`config.mk`:
```
export PLATFORM = sky130hd
export DESIGN_NAME = usart_stat_core
export DESIGN_NICKNAME = d
export VERILOG_FILES = /design/src/rtl/usart_core_pkg.sv /design/src/rtl/usart_cfg_regs.sv /design/src/rtl/usart_tx_flags.sv /design/src/rtl/usart_rx_flags.sv /design/src/rtl/usart_stat_core.sv
export SDC_FILE = /design/constraint.sdc
export NUM_CORES = 1
export LEC_CHECK = 0
export CELL_PAD_IN_SITES_DETAIL_PLACEMENT = 0
export CELL_PAD_IN_SITES_GLOBAL_PLACEMENT = 1
export CORE_ASPECT_RATIO = 1.75
export CORE_MARGIN = 2
export CORE_UTILIZATION = 25
export DETAILED_ROUTE_END_ITERATION = 10
export PLACE_DENSITY = 0.77
export SYNTH_ARGS = -nofsm -noshare
export SYNTH_HDL_FRONTEND = slang
export SYNTH_SLANG_ARGS = --single-unit
```
`constraint.sdc`:
```
create_clock -name clk -period 1.4 [get_ports clk]
set_input_delay 0.35 -clock clk [delete_from_list [all_inputs] [get_ports clk]]
set_output_delay 0.35 -clock clk [all_outputs]
set_load 0.01 [all_outputs]
```
`src/rtl/usart_core_pkg.sv`:
```
package usart_core_pkg;

   // word indices on the register bus
   localparam int unsigned REG_STAT = 0;
   localparam int unsigned REG_DATA = 1;
   localparam int unsigned REG_CTRL = 2;
   localparam int unsigned REG_DMAC = 3;

   // status word bit positions
   localparam int unsigned ST_TXE  = 7;
   localparam int unsigned ST_TC   = 6;
   localparam int unsigned ST_RXNE = 5;
   localparam int unsigned ST_ORE  = 3;

   // control word widths
   localparam int unsigned CTRL_W = 4;
   localparam int unsigned DMAC_W = 3;

   typedef struct packed {
      logic rx_dma;
      logic tx_dma;
      logic err_ie;
      logic tc_ie;
      logic rx_on;
      logic tx_on;
      logic enable;
   } cfg_t;

endpackage

```
`src/rtl/usart_cfg_regs.sv`:
```
module usart_cfg_regs
   import usart_core_pkg::*;
#(
   parameter int BUS_W = 32
) (
   input  logic                clk,
   input  logic                rst_n,
   input  logic                wr_ctrl,
   input  logic                wr_dmac,
   input  logic [CTRL_W-1:0]   ctrl_wdata,
   input  logic [DMAC_W-1:0]   dmac_wdata,
   output cfg_t                cfg,
   output logic [BUS_W-1:0]    ctrl_word,
   output logic [BUS_W-1:0]    dmac_word
);

   logic [CTRL_W-1:0] ctrl_q;
   logic [DMAC_W-1:0] dmac_q;

   always_ff @(posedge clk or negedge rst_n) begin
      if (!rst_n) begin
         ctrl_q <= '0;
         dmac_q <= '0;
      end else begin
         if (wr_ctrl) ctrl_q <= ctrl_wdata;
         if (wr_dmac) dmac_q <= dmac_wdata;
      end
   end

   assign cfg.enable = ctrl_q[0];
   assign cfg.tx_on  = ctrl_q[1];
   assign cfg.rx_on  = ctrl_q[2];
   assign cfg.tc_ie  = ctrl_q[3];
   assign cfg.err_ie = dmac_q[0];
   assign cfg.tx_dma = dmac_q[1];
   assign cfg.rx_dma = dmac_q[2];

   assign ctrl_word = BUS_W'(ctrl_q);
   assign dmac_word = BUS_W'(dmac_q);

endmodule

```
`src/rtl/usart_tx_flags.sv`:
```
module usart_tx_flags #(
   parameter int DATA_W = 8
) (
   input  logic              clk,
   input  logic              rst_n,
   input  logic              tx_path_on,
   input  logic              dr_wr,
   input  logic [DATA_W-1:0] dr_wdata,
   input  logic              shf_take,
   input  logic              shf_stop_done,
   input  logic              tc_clr,
   output logic              txe,
   output logic              tc,
   output logic [DATA_W-1:0] hold,
   output logic              tx_valid
);

   logic take_ok;
   logic tc_set;

   assign tx_valid = tx_path_on & ~txe;
   assign take_ok  = shf_take & tx_valid;
   assign tc_set   = shf_stop_done & txe & ~dr_wr;

   always_ff @(posedge clk or negedge rst_n) begin
      if (!rst_n) begin
         txe  <= 1'b1;
         tc   <= 1'b1;
         hold <= '0;
      end else begin
         if (dr_wr) begin
            hold <= dr_wdata;
            txe  <= 1'b0;
         end else if (take_ok) begin
            txe  <= 1'b1;
         end
         if (tc_set)      tc <= 1'b1;
         else if (tc_clr) tc <= 1'b0;
      end
   end

   p_write_clears_txe_r2: assert property (@(posedge clk) disable iff (!rst_n)
      dr_wr |=> !txe);

   p_take_sets_txe_r3: assert property (@(posedge clk) disable iff (!rst_n)
      (shf_take && tx_valid && !dr_wr) |=> (txe && !tx_valid));

   p_tc_needs_stop_r4: assert property (@(posedge clk) disable iff (!rst_n)
      $rose(tc) |-> $past(shf_stop_done));

   p_tc_clear_r5: assert property (@(posedge clk) disable iff (!rst_n)
      (tc_clr && !shf_stop_done) |=> !tc);

endmodule

```
`src/rtl/usart_rx_flags.sv`:
```
module usart_rx_flags #(
   parameter int DATA_W = 8
) (
   input  logic              clk,
   input  logic              rst_n,
   input  logic              rx_path_on,
   input  logic              rx_valid,
   input  logic [DATA_W-1:0] rx_byte,
   input  logic              dr_rd,
   output logic              rxne,
   output logic              ore,
   output logic [DATA_W-1:0] rbuf
);

   logic rx_acc;
   logic lands;
   logic spills;

   assign rx_acc = rx_path_on & rx_valid;
   assign lands  = rx_acc & (~rxne | dr_rd);
   assign spills = rx_acc & rxne & ~dr_rd;

   always_ff @(posedge clk or negedge rst_n) begin
      if (!rst_n) begin
         rxne <= 1'b0;
         ore  <= 1'b0;
         rbuf <= '0;
      end else begin
         if (lands) begin
            rbuf <= rx_byte;
            rxne <= 1'b1;
         end else if (dr_rd) begin
            rxne <= 1'b0;
         end
         if (spills)     ore <= 1'b1;
         else if (dr_rd) ore <= 1'b0;
      end
   end

   p_land_sets_full_r6: assert property (@(posedge clk) disable iff (!rst_n)
      (rx_acc && !rxne) |=> (rxne && rbuf == $past(rx_byte)));

   p_overrun_keeps_data_r7: assert property (@(posedge clk) disable iff (!rst_n)
      (rx_acc && rxne && !dr_rd) |=> (ore && $stable(rbuf)));

   p_read_clears_ore_r8: assert property (@(posedge clk) disable iff (!rst_n)
      dr_rd |=> !ore);

endmodule

```
`src/rtl/usart_stat_core.sv`:
```
module usart_stat_core
   import usart_core_pkg::*;
#(
   parameter int BUS_W   = 32,
   parameter int ADDR_W  = 4,
   parameter int DATA_W  = 8,
   parameter bit IRQ_REG = 1'b0
) (
   input  logic              clk,
   input  logic              rst_n,
   input  logic [ADDR_W-1:0] bus_addr,
   input  logic              bus_wr,
   input  logic              bus_rd,
   input  logic [BUS_W-1:0]  bus_wdata,
   output logic [BUS_W-1:0]  bus_rdata,
   output logic [DATA_W-1:0] tx_data,
   output logic              tx_valid,
   input  logic              tx_take,
   input  logic              tx_stop_done,
   input  logic [DATA_W-1:0] rx_data,
   input  logic              rx_valid,
   output logic              dma_tx_req,
   output logic              dma_rx_req,
   output logic              irq
);

   localparam int IDX_W = ADDR_W - 2;

   if (BUS_W < 8 || DATA_W < 1 || DATA_W >= BUS_W || ADDR_W < 4) begin : g_bad_params
      $error("usart_stat_core: unsupported BUS_W/DATA_W/ADDR_W combination");
   end

   logic [IDX_W-1:0] idx;
   logic sel_stat, sel_data, sel_ctrl, sel_dmac;
   logic dr_wr, dr_rd, tc_clr;
   logic txe, tc, rxne, ore;
   logic [DATA_W-1:0] rbuf;
   logic [BUS_W-1:0] ctrl_word, dmac_word, stat_word;
   logic irq_now;
   cfg_t cfg;

   wire unused_bits = &{1'b0, bus_addr[1:0], bus_wdata[BUS_W-1:DATA_W]};

   assign idx      = bus_addr[ADDR_W-1:2];
   assign sel_stat = (idx == IDX_W'(REG_STAT));
   assign sel_data = (idx == IDX_W'(REG_DATA));
   assign sel_ctrl = (idx == IDX_W'(REG_CTRL));
   assign sel_dmac = (idx == IDX_W'(REG_DMAC));

   assign dr_wr  = bus_wr & sel_data & cfg.enable & cfg.tx_on;
   assign dr_rd  = bus_rd & sel_data;
   assign tc_clr = bus_wr & sel_stat & ~bus_wdata[ST_TC];

   usart_cfg_regs #(.BUS_W(BUS_W)) u_cfg (
      .clk        (clk),
      .rst_n      (rst_n),
      .wr_ctrl    (bus_wr & sel_ctrl),
      .wr_dmac    (bus_wr & sel_dmac),
      .ctrl_wdata (bus_wdata[CTRL_W-1:0]),
      .dmac_wdata (bus_wdata[DMAC_W-1:0]),
      .cfg        (cfg),
      .ctrl_word  (ctrl_word),
      .dmac_word  (dmac_word)
   );

   usart_tx_flags #(.DATA_W(DATA_W)) u_tx (
      .clk           (clk),
      .rst_n         (rst_n),
      .tx_path_on    (cfg.enable & cfg.tx_on),
      .dr_wr         (dr_wr),
      .dr_wdata      (bus_wdata[DATA_W-1:0]),
      .shf_take      (tx_take),
      .shf_stop_done (tx_stop_done),
      .tc_clr        (tc_clr),
      .txe           (txe),
      .tc            (tc),
      .hold          (tx_data),
      .tx_valid      (tx_valid)
   );

   usart_rx_flags #(.DATA_W(DATA_W)) u_rx (
      .clk        (clk),
      .rst_n      (rst_n),
      .rx_path_on (cfg.enable & cfg.rx_on),
      .rx_valid   (rx_valid),
      .rx_byte    (rx_data),
      .dr_rd      (dr_rd),
      .rxne       (rxne),
      .ore        (ore),
      .rbuf       (rbuf)
   );

   always_comb begin
      stat_word          = '0;
      stat_word[ST_TXE]  = txe;
      stat_word[ST_TC]   = tc;
      stat_word[ST_RXNE] = rxne;
      stat_word[ST_ORE]  = ore;
   end

   always_comb begin
      bus_rdata = '0;
      if (bus_rd) begin
         if (sel_stat)      bus_rdata = stat_word;
         else if (sel_data) bus_rdata = BUS_W'(rbuf);
         else if (sel_ctrl) bus_rdata = ctrl_word;
         else if (sel_dmac) bus_rdata = dmac_word;
      end
   end

   assign dma_tx_req = cfg.tx_dma & txe  & cfg.enable & cfg.tx_on;
   assign dma_rx_req = cfg.rx_dma & rxne & cfg.enable & cfg.rx_on;
   assign irq_now    = (tc & cfg.tc_ie) | (ore & cfg.err_ie);

   if (IRQ_REG) begin : g_irq_flop
      logic irq_q;
      always_ff @(posedge clk or negedge rst_n) begin
         if (!rst_n) irq_q <= 1'b0;
         else        irq_q <= irq_now;
      end
      assign irq = irq_q;
   end else begin : g_irq_comb
      assign irq = irq_now;
      p_irq_has_source_r9: assert property (@(posedge clk) disable iff (!rst_n)
         irq |-> (tc || ore));
   end

   p_ignored_write_r2: assert property (@(posedge clk) disable iff (!rst_n)
      (bus_wr && sel_data && !(cfg.enable && cfg.tx_on)) |=> $stable(tx_data));

   p_dma_rx_drops_r10: assert property (@(posedge clk) disable iff (!rst_n)
      (dma_rx_req && dr_rd && !rx_valid) |=> !dma_rx_req);

   p_disabled_quiet_r11: assert property (@(posedge clk) disable iff (!rst_n)
      (!cfg.enable && !rxne) |=> !rxne);

endmodule

```
==> results of run 1 <==
kinds of logic (layout without fill, tap and decap cells):
group / after synthesis / after routing
multiplexers: 30 / 30
AO/OA/AOI/OAI: 10 / 10
buffers and inverters: 27 / 81
other: 1 / 24
AND/OR/NAND/NOR: 25 / 25
flip-flops: 27 / 27
cell usage after synthesis:
master / instances
mux2i_1: 4
and2b_4: 1
and2_1: 1
nand3_1: 2
a41oi_1: 1
a21oi_4: 1
and3_2: 1
dfrtp_1: 25
nand2_1: 4
o21ai_0: 1
nand2b_1: 1
a21oi_1: 1
buf_4: 24
a32o_2: 1
buf_2: 1
a22o_1: 1
a22oi_1: 3
mux2_4: 16
conb_1: 1
nand3b_1: 2
dfstp_2: 2
and3_1: 1
o21a_1: 1
mux2_2: 10
nand4_4: 1
buf_6: 1
nor2_1: 5
and4_1: 1
nor2b_1: 3
nand3b_4: 1
clkbuf_2: 1
or4b_1: 1
worst register-to-register path: stages, from the launching register on:
cell and delay (ns):
dfrtp_1 0.38, buf_6 0.10, buf_6 0.11, buf_6 0.11, nand3_4 0.07, a21oi_4 0.14
buf_12 0.15, mux2_4 0.30
through the flow:
stage / setup TNS (ns) / instances / hold slack, ns / utilization (%)
after CTS: -2.09 / 271 / 0.428 / 38.1
after detailed placement: -21.23 / 262 / 0.493 / 36.7
after global placement: -20.99 / 262 / 0.490 / 36.7
final: -2.12 / 275 / 0.425 / 40.0
after floorplan: 0 / 143 / 0.0544 / -
after global routing: -3.31 / 275 / 0.427 / 40.0
area by class of cell:
| class | instances | area [µm²] |
|---|---|---|
| clock buffers | 4 | 45.0 |
| fillers | 615 | 3550 |
| multi-input cells | 89 | 830 |
| flip-flops and latches | 27 | 679 |
| well taps | 78 | 97.6 |
| repair buffers | 77 | 719 |
path summary, 6_finish.rpt:
path                                     end  cells after the start
worst max-delay path            bus_rdata[2]                      4
worst min register to register  u_tx.hold[3]                      1
max in group asynchronous           u_tx.txe                      2
worst max register to register  u_rx.rbuf[6]                      7
min in group clk                u_tx.hold[3]                      1
worst min-delay path            u_tx.hold[5]                      2
sequential cells by signal, indices dropped and copies added, names as in the netlist:
| register | count |
|---|---|
| u_cfg.dmac_q | 3 |
| u_rx.rxne | 1 |
| u_rx.rbuf | 8 |
| u_tx.txe | 1 |
| u_rx.ore | 1 |
| u_tx.hold | 8 |
| u_cfg.ctrl_q | 4 |
| u_tx.tc | 1 |
what timing repair did:
item                       4_1_cts  5_1_grt
setup endpoints to repair       45       20
resized for setup               86       22
buffers inserted                 5        6
gates cloned                     0        0
pin swaps                        5        7
power breakdown:
part           switching [mW]  total [mW]  internal, mW
Combinational           0.498        1.43         0.934
Sequential              0.204        1.28          1.08
Clock                   0.244       0.448         0.204
Total                   0.945        3.16          2.22
routing by layer:
| layer | global-route usage (%) | wire, µm |
|---|---|---|
| met4 | 3.26 | 24 |
| met5 | 0 | 0 |
| met2 | 20.3 | 1990 |
| met1 | 12.2 | 1410 |
| met3 | 2.20 | 208 |
==> run metrics, run 1 <==
run status finished with violations; failing checks setup timing; # IOs 95; worst min-delay path class primary input to asynchronous set/reset pin; post-route ant nets 0; maximum clock path buffer count 2; DR vias 1,133; arrival time worst endpoint 1.29 ns; Cell variety after synth 32; share of cells above drive strength 1 48.7%; DR pass1 iterations 3; sequential area share after synthesis 44.2%; register bit count reported by yosys 27; clk sinks 27; commonest cells after routing, fill and taps aside 24 x conb_1, 24 x dfrtp_1, 20 x buf_4, 20 x clkdlybuf4s50_1, 18 x mux2_4; crit-path cells mux2_4 -> a22oi_2 -> nor2b_1 -> buf_2; first-pass GRT wire length 5.75 mm; # hold bufs at CTS 0; fin crit share 117%; die width 63.2 µm; Synth Area in Adders 0%; number of antenna violations at the first check in global routing 0; xor/xnor share of the synthesized area 0%; Ys Warns 0; Vias/cell 4.12; GRT Total Usage 10.8%; largest family of logic cells by synthesized area multiplexers; worst reg2reg startpoint u_cfg.ctrl_q[0]; Lkg Pwr 1.15 nW; RSZ-0062 raised after global routing true; Max Cap Viol 0; Routed WL 3.64 mm; Syn Inst Count 120; reg2reg setup slack -0.06 ns; via count of the first global-routing pass 1,173; dominant cell type by area after synthesis dfrtp_1; Bufs and invs on worst path 1; pwr dens 1330 nW/µm²; max-slew violations 0; Clock Latency Late Sink 0.27 ns; worst vdd ir 0.000576 V; crit-path max FO 4; row cnt 37; DRT iter0 DRCs 14; Crit Path Category register to output pin; Wirelength per Cell 13.2 µm; HPWL after DPL 2.73 mm; Placeable Area 5930 µm²; Worst Setup SP u_cfg.ctrl_q[2]; Starting Density 25.9%; critical path's slowest cell dfrtp_1; post-synthesis mux area share 25.6%; Synth top area share 40.7%; Synth area leaders dfrtp_1 41%, mux2_4 16%, buf_4 12%; WP data required 1.05 ns; simple-gate share of the synthesized area 11.3%; CP max stage delay 0.43 ns; worst slack, placed -0.973 ns; n_diodes 0; die area 6810 µm²; Clock transition at path regs 0.09 ns; PortBufs 44; design area 2370 µm²; Final Hold Fails 0; largest net degree at the start of global routing 28; Worst Skew 0.00302 ns; GP Congestion 0.726; compound-cell area share of the yosys netlist 5.54%; GRT overflow 0; Mapped Avg Cell Area 12.8 µm²; family with the most delay on the worst path flip-flops; dpl cell area 2180 µm²; CTS tree done; CP startpoint kind register; root buf cell clkbuf_8; Cell Area, Synth 1540 µm²; # H-tree levels 1; CTS Buf Count 3; worst setup margin -0.241 ns; CP Capture Type output pin; fmax 609 MHz; Pwr Total 3.16 mW; die height 108 µm; drt drc 0; Final setup viols 19; post-layout minimum cycle time 1.64 ns; nets 249; Area Overhead vs Synth 54.4%
Note: power is estimated with default switching activity, not from simulation.
==> run 2, diff against run 1 <==
--- a/config.mk
+++ b/config.mk
@@ -6,4 +6,5 @@
 export NUM_CORES = 1
 export LEC_CHECK = 0
+export CAP_MARGIN = 0
 export CELL_PAD_IN_SITES_DETAIL_PLACEMENT = 0
 export CELL_PAD_IN_SITES_GLOBAL_PLACEMENT = 1
==> constraint.sdc (replaced) <==
create_clock -name clk -period 1.4 [get_ports clk]
set_input_delay 0.35 -clock clk [delete_from_list [all_inputs] [get_ports clk]]
set_output_delay 0.35 -clock clk [all_outputs]
set_load 0.02 [all_outputs]
==> run 2 against run 1 <==
Against the previous run:
- register-to-register slack hardly changed
- largest cell class unchanged
- final cell count is 0.36% lower
- final area is 0.47% lower
- the run still ends with setup timing left
- highest routed layer unchanged
==> run metrics, run 2 (synthesized netlist as in run 1, its figures left out) <==
Net Sw Frac 32.9% (+3.0 points); design area 2360 µm² (-0.47%); CTS Buf Count 3 (unchanged); root buf cell clkbuf_8; CP max stage delay 0.42 ns (about the same); maximum clock path buffer count 2 (unchanged); dpl cell area 2190 µm² (+0.57%); post-route ant nets 0 (unchanged); PortBufs 44 (unchanged); Net Sw Power 1.07 mW (+13%); die width 63.2 µm (unchanged); Internal Dissipation 2.18 mW (-1.9%); Final Hold Fails 0 (unchanged); HPWL after DPL 2.76 mm (+1.4%); sequential power share 39.0% (-1.6 points); Worst Skew 0.00459 ns (+0.00157 ns); fin crit share 118% (+1.1 points); worst hold margin 0.424 ns (-0.00163 ns); nets 248 (-0.40%); crit-path max FO 3 (-1); commonest cells after routing, fill and taps aside 29 x buf_4, 24 x conb_1, 24 x dfrtp_1, 19 x clkdlybuf4s50_1, 18 x mux2_4; post-layout minimum cycle time 1.66 ns (+0.0155 ns); Inst Count DP 263 (+0.38%); Final setup viols 19 (unchanged); critical path's slowest cell dfrtp_1; GRT overflow 0 (unchanged); run status finished with violations; Wirelength per Cell 13.3 µm (+0.48%); Clock Latency Late Sink 0.28 ns (about the same); Post-Layout Cell Count 274 (-0.36%); DRT iter0 DRCs 13 (-1); drt drc 0 (unchanged); largest net degree at the start of global routing 28 (unchanged); pwr dens 1370 nW/µm² (+3.0%); share of cells above drive strength 1 48.0% (-0.77 points); RSZ-0062 raised after global routing true; max-slew violations 0 (unchanged); # IOs 95 (unchanged); clk sinks 27 (unchanged); top flop regs u_rx.rbuf x8, u_tx.hold x8, u_cfg.ctrl_q x4; Vias/cell 4.04 (-2.0%); number of antenna violations at the first check in global routing 0 (unchanged); fmax 604 MHz (-0.94%); Comb power frac 46.8% (+1.5 points); Routed WL 3.64 mm (+0.11%); Clock transition at path regs 0.10 ns (about the same); first-pass GRT wire length 5.69 mm (-1.1%); Area Overhead vs Synth 53.7%; die area 6810 µm² (unchanged); fillers 615 (unchanged); crit-path cells mux2_4 -> a22oi_2 -> nor2b_1 -> buf_4; Pwr Total 3.24 mW (+2.5%); worst vdd ir 0.000545 V (-5.3%); GP Congestion 0.735 (+1.3%); CP startpoint kind register; Crit Path Category register to output pin; CTS tree done; Lkg Pwr 1.14 nW (-0.33%); Clk pwr share 14.2% (about the same); worst setup margin -0.257 ns (-0.0155 ns); DR pass1 iterations 4 (+1); # H-tree levels 1 (unchanged); failing checks setup timing; worst min-delay path class primary input to asynchronous set/reset pin; GRT Total Usage 10.8% (-0.082 points); n_diodes 0 (unchanged); DR vias 1,106 (-2.4%); CP Capture Type output pin; Max Cap Viol 0 (unchanged); arrival time worst endpoint 1.31 ns (+0.02 ns); via count of the first global-routing pass 1,121 (-4.4%); Placeable Area 5930 µm² (unchanged); commonest non-fill, non-tap cell in the layout buf_4; row cnt 37 (unchanged); Starting Density 25.9% (unchanged); WP data required 1.05 ns (about the same); die height 108 µm (unchanged)
## run 2: cell types whose count changed in the layout (fill, tap and decap cells not counted), moves of 2 or more
cell	change
nor2b_1	-2
dlygate4sd2_1	+2
buf_6	-5
buf_4	+9
nor2b_2	+2
buf_2	-7
## run 2: what timing repair did
item                                    4_1_cts  5_1_grt
gates cloned                                  0        1
hold buffers                                  0        0
setup buffers                                 4        2
pin swaps                                     4        4
gates resized for setup                      93       16
endpoints found under the setup margin       45       16
## run 2: worst max-delay path, delay by kind of cell, from the launching register on
kind | cells | cell delay [ns]
buf+inv | 1 | 0.15
mux | 1 | 0.29
simple gates | 1 | 0.06
compound gates | 1 | 0.11
flops | 1 | 0.42
## run 2: path summary, 6_finish.rpt
path | depth (start not counted) | slack [ns] | from | endpoint
min in group clk | 1 | 0.51 | u_tx.hold[3] | u_tx.hold[3]
min reg2reg | 1 | 0.51 | u_tx.hold[3] | u_tx.hold[3]
max reg2reg | 6 | -0.07 | u_cfg.ctrl_q[0] | u_tx.hold[7]
max | 4 | -0.26 | u_cfg.ctrl_q[0] | bus_rdata[0]
min | 2 | 0.42 | rst_n | u_tx.hold[1]
max in group asynchronous | 2 | 0.74 | rst_n | u_tx.txe
## run 2: routing by layer
metal | GRT usage (%) | vias to the layer above | wire [µm]
met3 | 2.09 | 4 | 217
met2 | 19.6 | 50 | 1970
li1 | - | 527 | -
met5 | 0 | - | 0
met1 | 12.4 | 525 | 1420
met4 | 3.73 | 0 | 38
## run 2: layout make-up
cell class	count	area, µm²	area share (%)
clock buffer	3	41.3	1.75
clock inverter	1	7.51	0.318
multi-input combinational	89	801	33.9
timing repair buffer	76	733	31.1
sequential	27	679	28.8
tap	78	97.6	4.14
## run 2: through the flow
stage | utilization, % | worst slack, ns | TNS, ns
after floorplan | - | 0.00344 | 0
after global placement | 36.9 | -1.01 | -22.51
after detailed placement | 36.9 | -1.07 | -24.05
after CTS | 38.2 | -0.266 | -1.77
after global routing | 39.8 | -0.324 | -3.34
final | 39.8 | -0.257 | -2.26
## run 2: power by group through the flow
stage / registers [mW] / clock network, mW / logic [mW]
2_1_floorplan: 1.36 / 0 / 0.723
3_5_place_dp: 1.28 / 0 / 1.44
4_1_cts: 1.27 / 0.490 / 1.44
3_3_place_gp: 1.28 / 0 / 1.41
6_report: 1.26 / 0.459 / 1.52
5_1_grt: 1.31 / 0.523 / 1.62
==> run 3, diff against run 2 <==
- CORE_ASPECT_RATIO: 1.75 -> default
- PLACE_DENSITY: 0.77 -> 0.78
==> run 3 against run 2 <==
Against the previous run:
- the run still ends with setup timing left
- clock power up 3%
- register-to-register slack hardly changed
- critical endpoint is now dma_tx_req
- combinational power is essentially flat
- highest routed layer unchanged
- count of clock-buffer cells in the layout stayed put
- total power grew 0.57%
- die area is 0.36% lower
- global-route usage fell by 0.23 points
- non-clock buffer count fell by 3
- worst hold slack lost 0.0082 ns
- worst setup slack worse by 0.038 ns
==> run metrics, run 3 (synthesized netlist as in run 1, its figures left out) <==
CP startpoint kind register; PortBufs 44 (unchanged); GRT Total Usage 10.5% (-0.23 points); HPWL after DPL 2.72 mm (-1.7%); Placeable Area 5920 µm² (about the same); failing checks setup timing; fin crit share 121% (+2.7 points); run status finished with violations; nets 246 (-0.81%); DRT iter0 DRCs 64 (+51); maximum clock path buffer count 2 (unchanged); largest net degree at the start of global routing 28 (unchanged); Vias/cell 4.14 (+2.5%); Final Hold Fails 0 (unchanged); max-slew violations 0 (unchanged); DR pass1 iterations 4 (unchanged); # hold bufs at CTS 0 (unchanged); Routed WL 3.62 mm (-0.58%); die height 82.4 µm (-23%); Clock transition at path regs 0.11 ns (about the same); drt drc 0 (unchanged); met3 global-route usage 2.17% (+0.082 points); TNS Setup -2.65 ns (-0.383 ns); Clock Latency Late Sink 0.28 ns (about the same); Final Util 39.7% (-0.11 points); GRT overflow 0 (unchanged); number of antenna violations at the first check in global routing 0 (unchanged); DR vias 1,113 (+0.63%); Lkg Pwr 1.14 nW (-0.46%); worst setup margin -0.295 ns (-0.0379 ns); worst vdd ir 0.000492 V (-9.7%); Worst Setup SP u_cfg.ctrl_q[0]; GP Congestion 0.756 (+2.8%); Reg2Reg Depth 6 (unchanged); fmax 590 MHz (-2.2%); M1 GR Usage 12.5% (+0.11 points); crit-path max FO 4 (+1); WP data required 1.05 ns (about the same); share of cells above drive strength 1 47.9% (about the same); Setup crit end dma_tx_req; top flop regs u_rx.rbuf x8, u_tx.hold x8, u_cfg.ctrl_q x4; dpl cell area 2160 µm² (-1.4%); post-route ant nets 0 (unchanged); Starting Density 25.9% (about the same); gr busiest metal met2; post-layout minimum cycle time 1.69 ns (+0.0379 ns); RSZ-0062 raised after global routing true; CTS Buf Count 3 (unchanged); row cnt 28 (-24%); design area 2350 µm² (-0.37%); die width 82.4 µm (+30%); # H-tree levels 1 (unchanged); die area 6780 µm² (-0.36%); Area Overhead vs Synth 53.1%; Wirelength per Cell 13.5 µm (+1.3%); # IOs 95 (unchanged); arrival time worst endpoint 1.34 ns (+0.03 ns); n_diodes 0 (unchanged); Final setup viols 18 (-1); worst min-delay path class primary input to asynchronous set/reset pin; Post-Layout Cell Count 269 (-1.8%); clk sinks 27 (unchanged); worst reg2reg startpoint u_cfg.ctrl_q[0]; Reg-to-Reg End u_rx.rbuf[6]; commonest cells after routing, fill and taps aside 25 x buf_4, 25 x dfrtp_1, 24 x conb_1, 20 x clkdlybuf4s50_1, 19 x mux2_4; Worst Skew 0.0117 ns (+0.00707 ns); reg2reg setup slack -0.06 ns (about the same); first-pass GRT wire length 5.51 mm (-3.1%); pwr dens 1390 nW/µm² (+0.94%); via count of the first global-routing pass 1,097 (-2.1%); CTS tree done; CP Capture Type output pin; Max Cap Viol 0 (unchanged); Crit Path Category register to output pin; Inst Count DP 258 (-1.9%); met2 usage 18.9% (-0.73 points); root buf cell clkbuf_8
==> run 3: how the worst min path moves through the flow <==
| stage | startpoint | end | slack (ns) | depth (start not counted) |
|---|---|---|---|---|
| after floorplan | rst_n | u_cfg.ctrl_q[0] | 0.05 | 0 |
| after detailed placement | u_rx.rbuf[4] | u_rx.rbuf[4] | 0.49 | 1 |
| after global placement | u_rx.rbuf[4] | u_rx.rbuf[4] | 0.49 | 1 |
| after global routing | rst_n | u_tx.hold[7] | 0.43 | 2 |
| final | rst_n | u_tx.hold[7] | 0.42 | 2 |
| after CTS | rst_n | u_tx.hold[4] | 0.42 | 2 |
==> run 3: timing repair <==
item                                    CTS  global route
gates cloned                              0             1
endpoints found under the setup margin   46            34
pin swaps                                 5             6
gates resized for setup                  96            17
buffers inserted                          2             5
==> run 3: cell type report <==
cell class / instances / area (µm²)
Sequential cell: 27 / 678
Clock inverter: 1 / 8.76
Timing Repair Buffer: 73 / 696
Clock buffer: 3 / 41.3
Fill cell: 565 / 3570
Multi-Input combinational cell: 90 / 833
Tap cell: 75 / 93.8
==> run 3: per-layer routing <==
layer / part of all wire (%) / up-vias / routed length [µm]
met2: 50 / 41 / 1830
met1: 41 / 545 / 1490
met5: 0 / - / 0
li1: - / 525 / -
met3: 8.0 / 2 / 291
met4: 0.44 / 0 / 16
==> run 3: worst max-delay path, stage by stage (launching register included) <==
cell,delay (ns)
dfrtp_1,0.44
buf_4,0.15
buf_6,0.10
buf_6,0.12
nand2_4,0.08
nor2_4,0.04
buf_6,0.12
==> run 3: per-stage QoR <==
stage / worst slack (ns) / hold WS, ns / power, mW
floorplan: 0.00344 / 0.0544 / 2.08
global placement: -1.00 / 0.491 / 2.67
detailed placement: -1.02 / 0.491 / 2.71
CTS: -0.292 / 0.418 / 3.18
global route: -0.349 / 0.428 / 3.45
finish: -0.295 / 0.416 / 3.26
==> run 3: where the power goes <==
group | leakage [nW] | internal, mW | switching [mW] | total [mW]
Combinational | 0.788 | 0.874 | 0.629 | 1.50
Clock | 0.0261 | 0.209 | 0.266 | 0.475
Sequential | 0.324 | 1.08 | 0.205 | 1.28
Total | 1.14 | 2.16 | 1.10 | 3.26
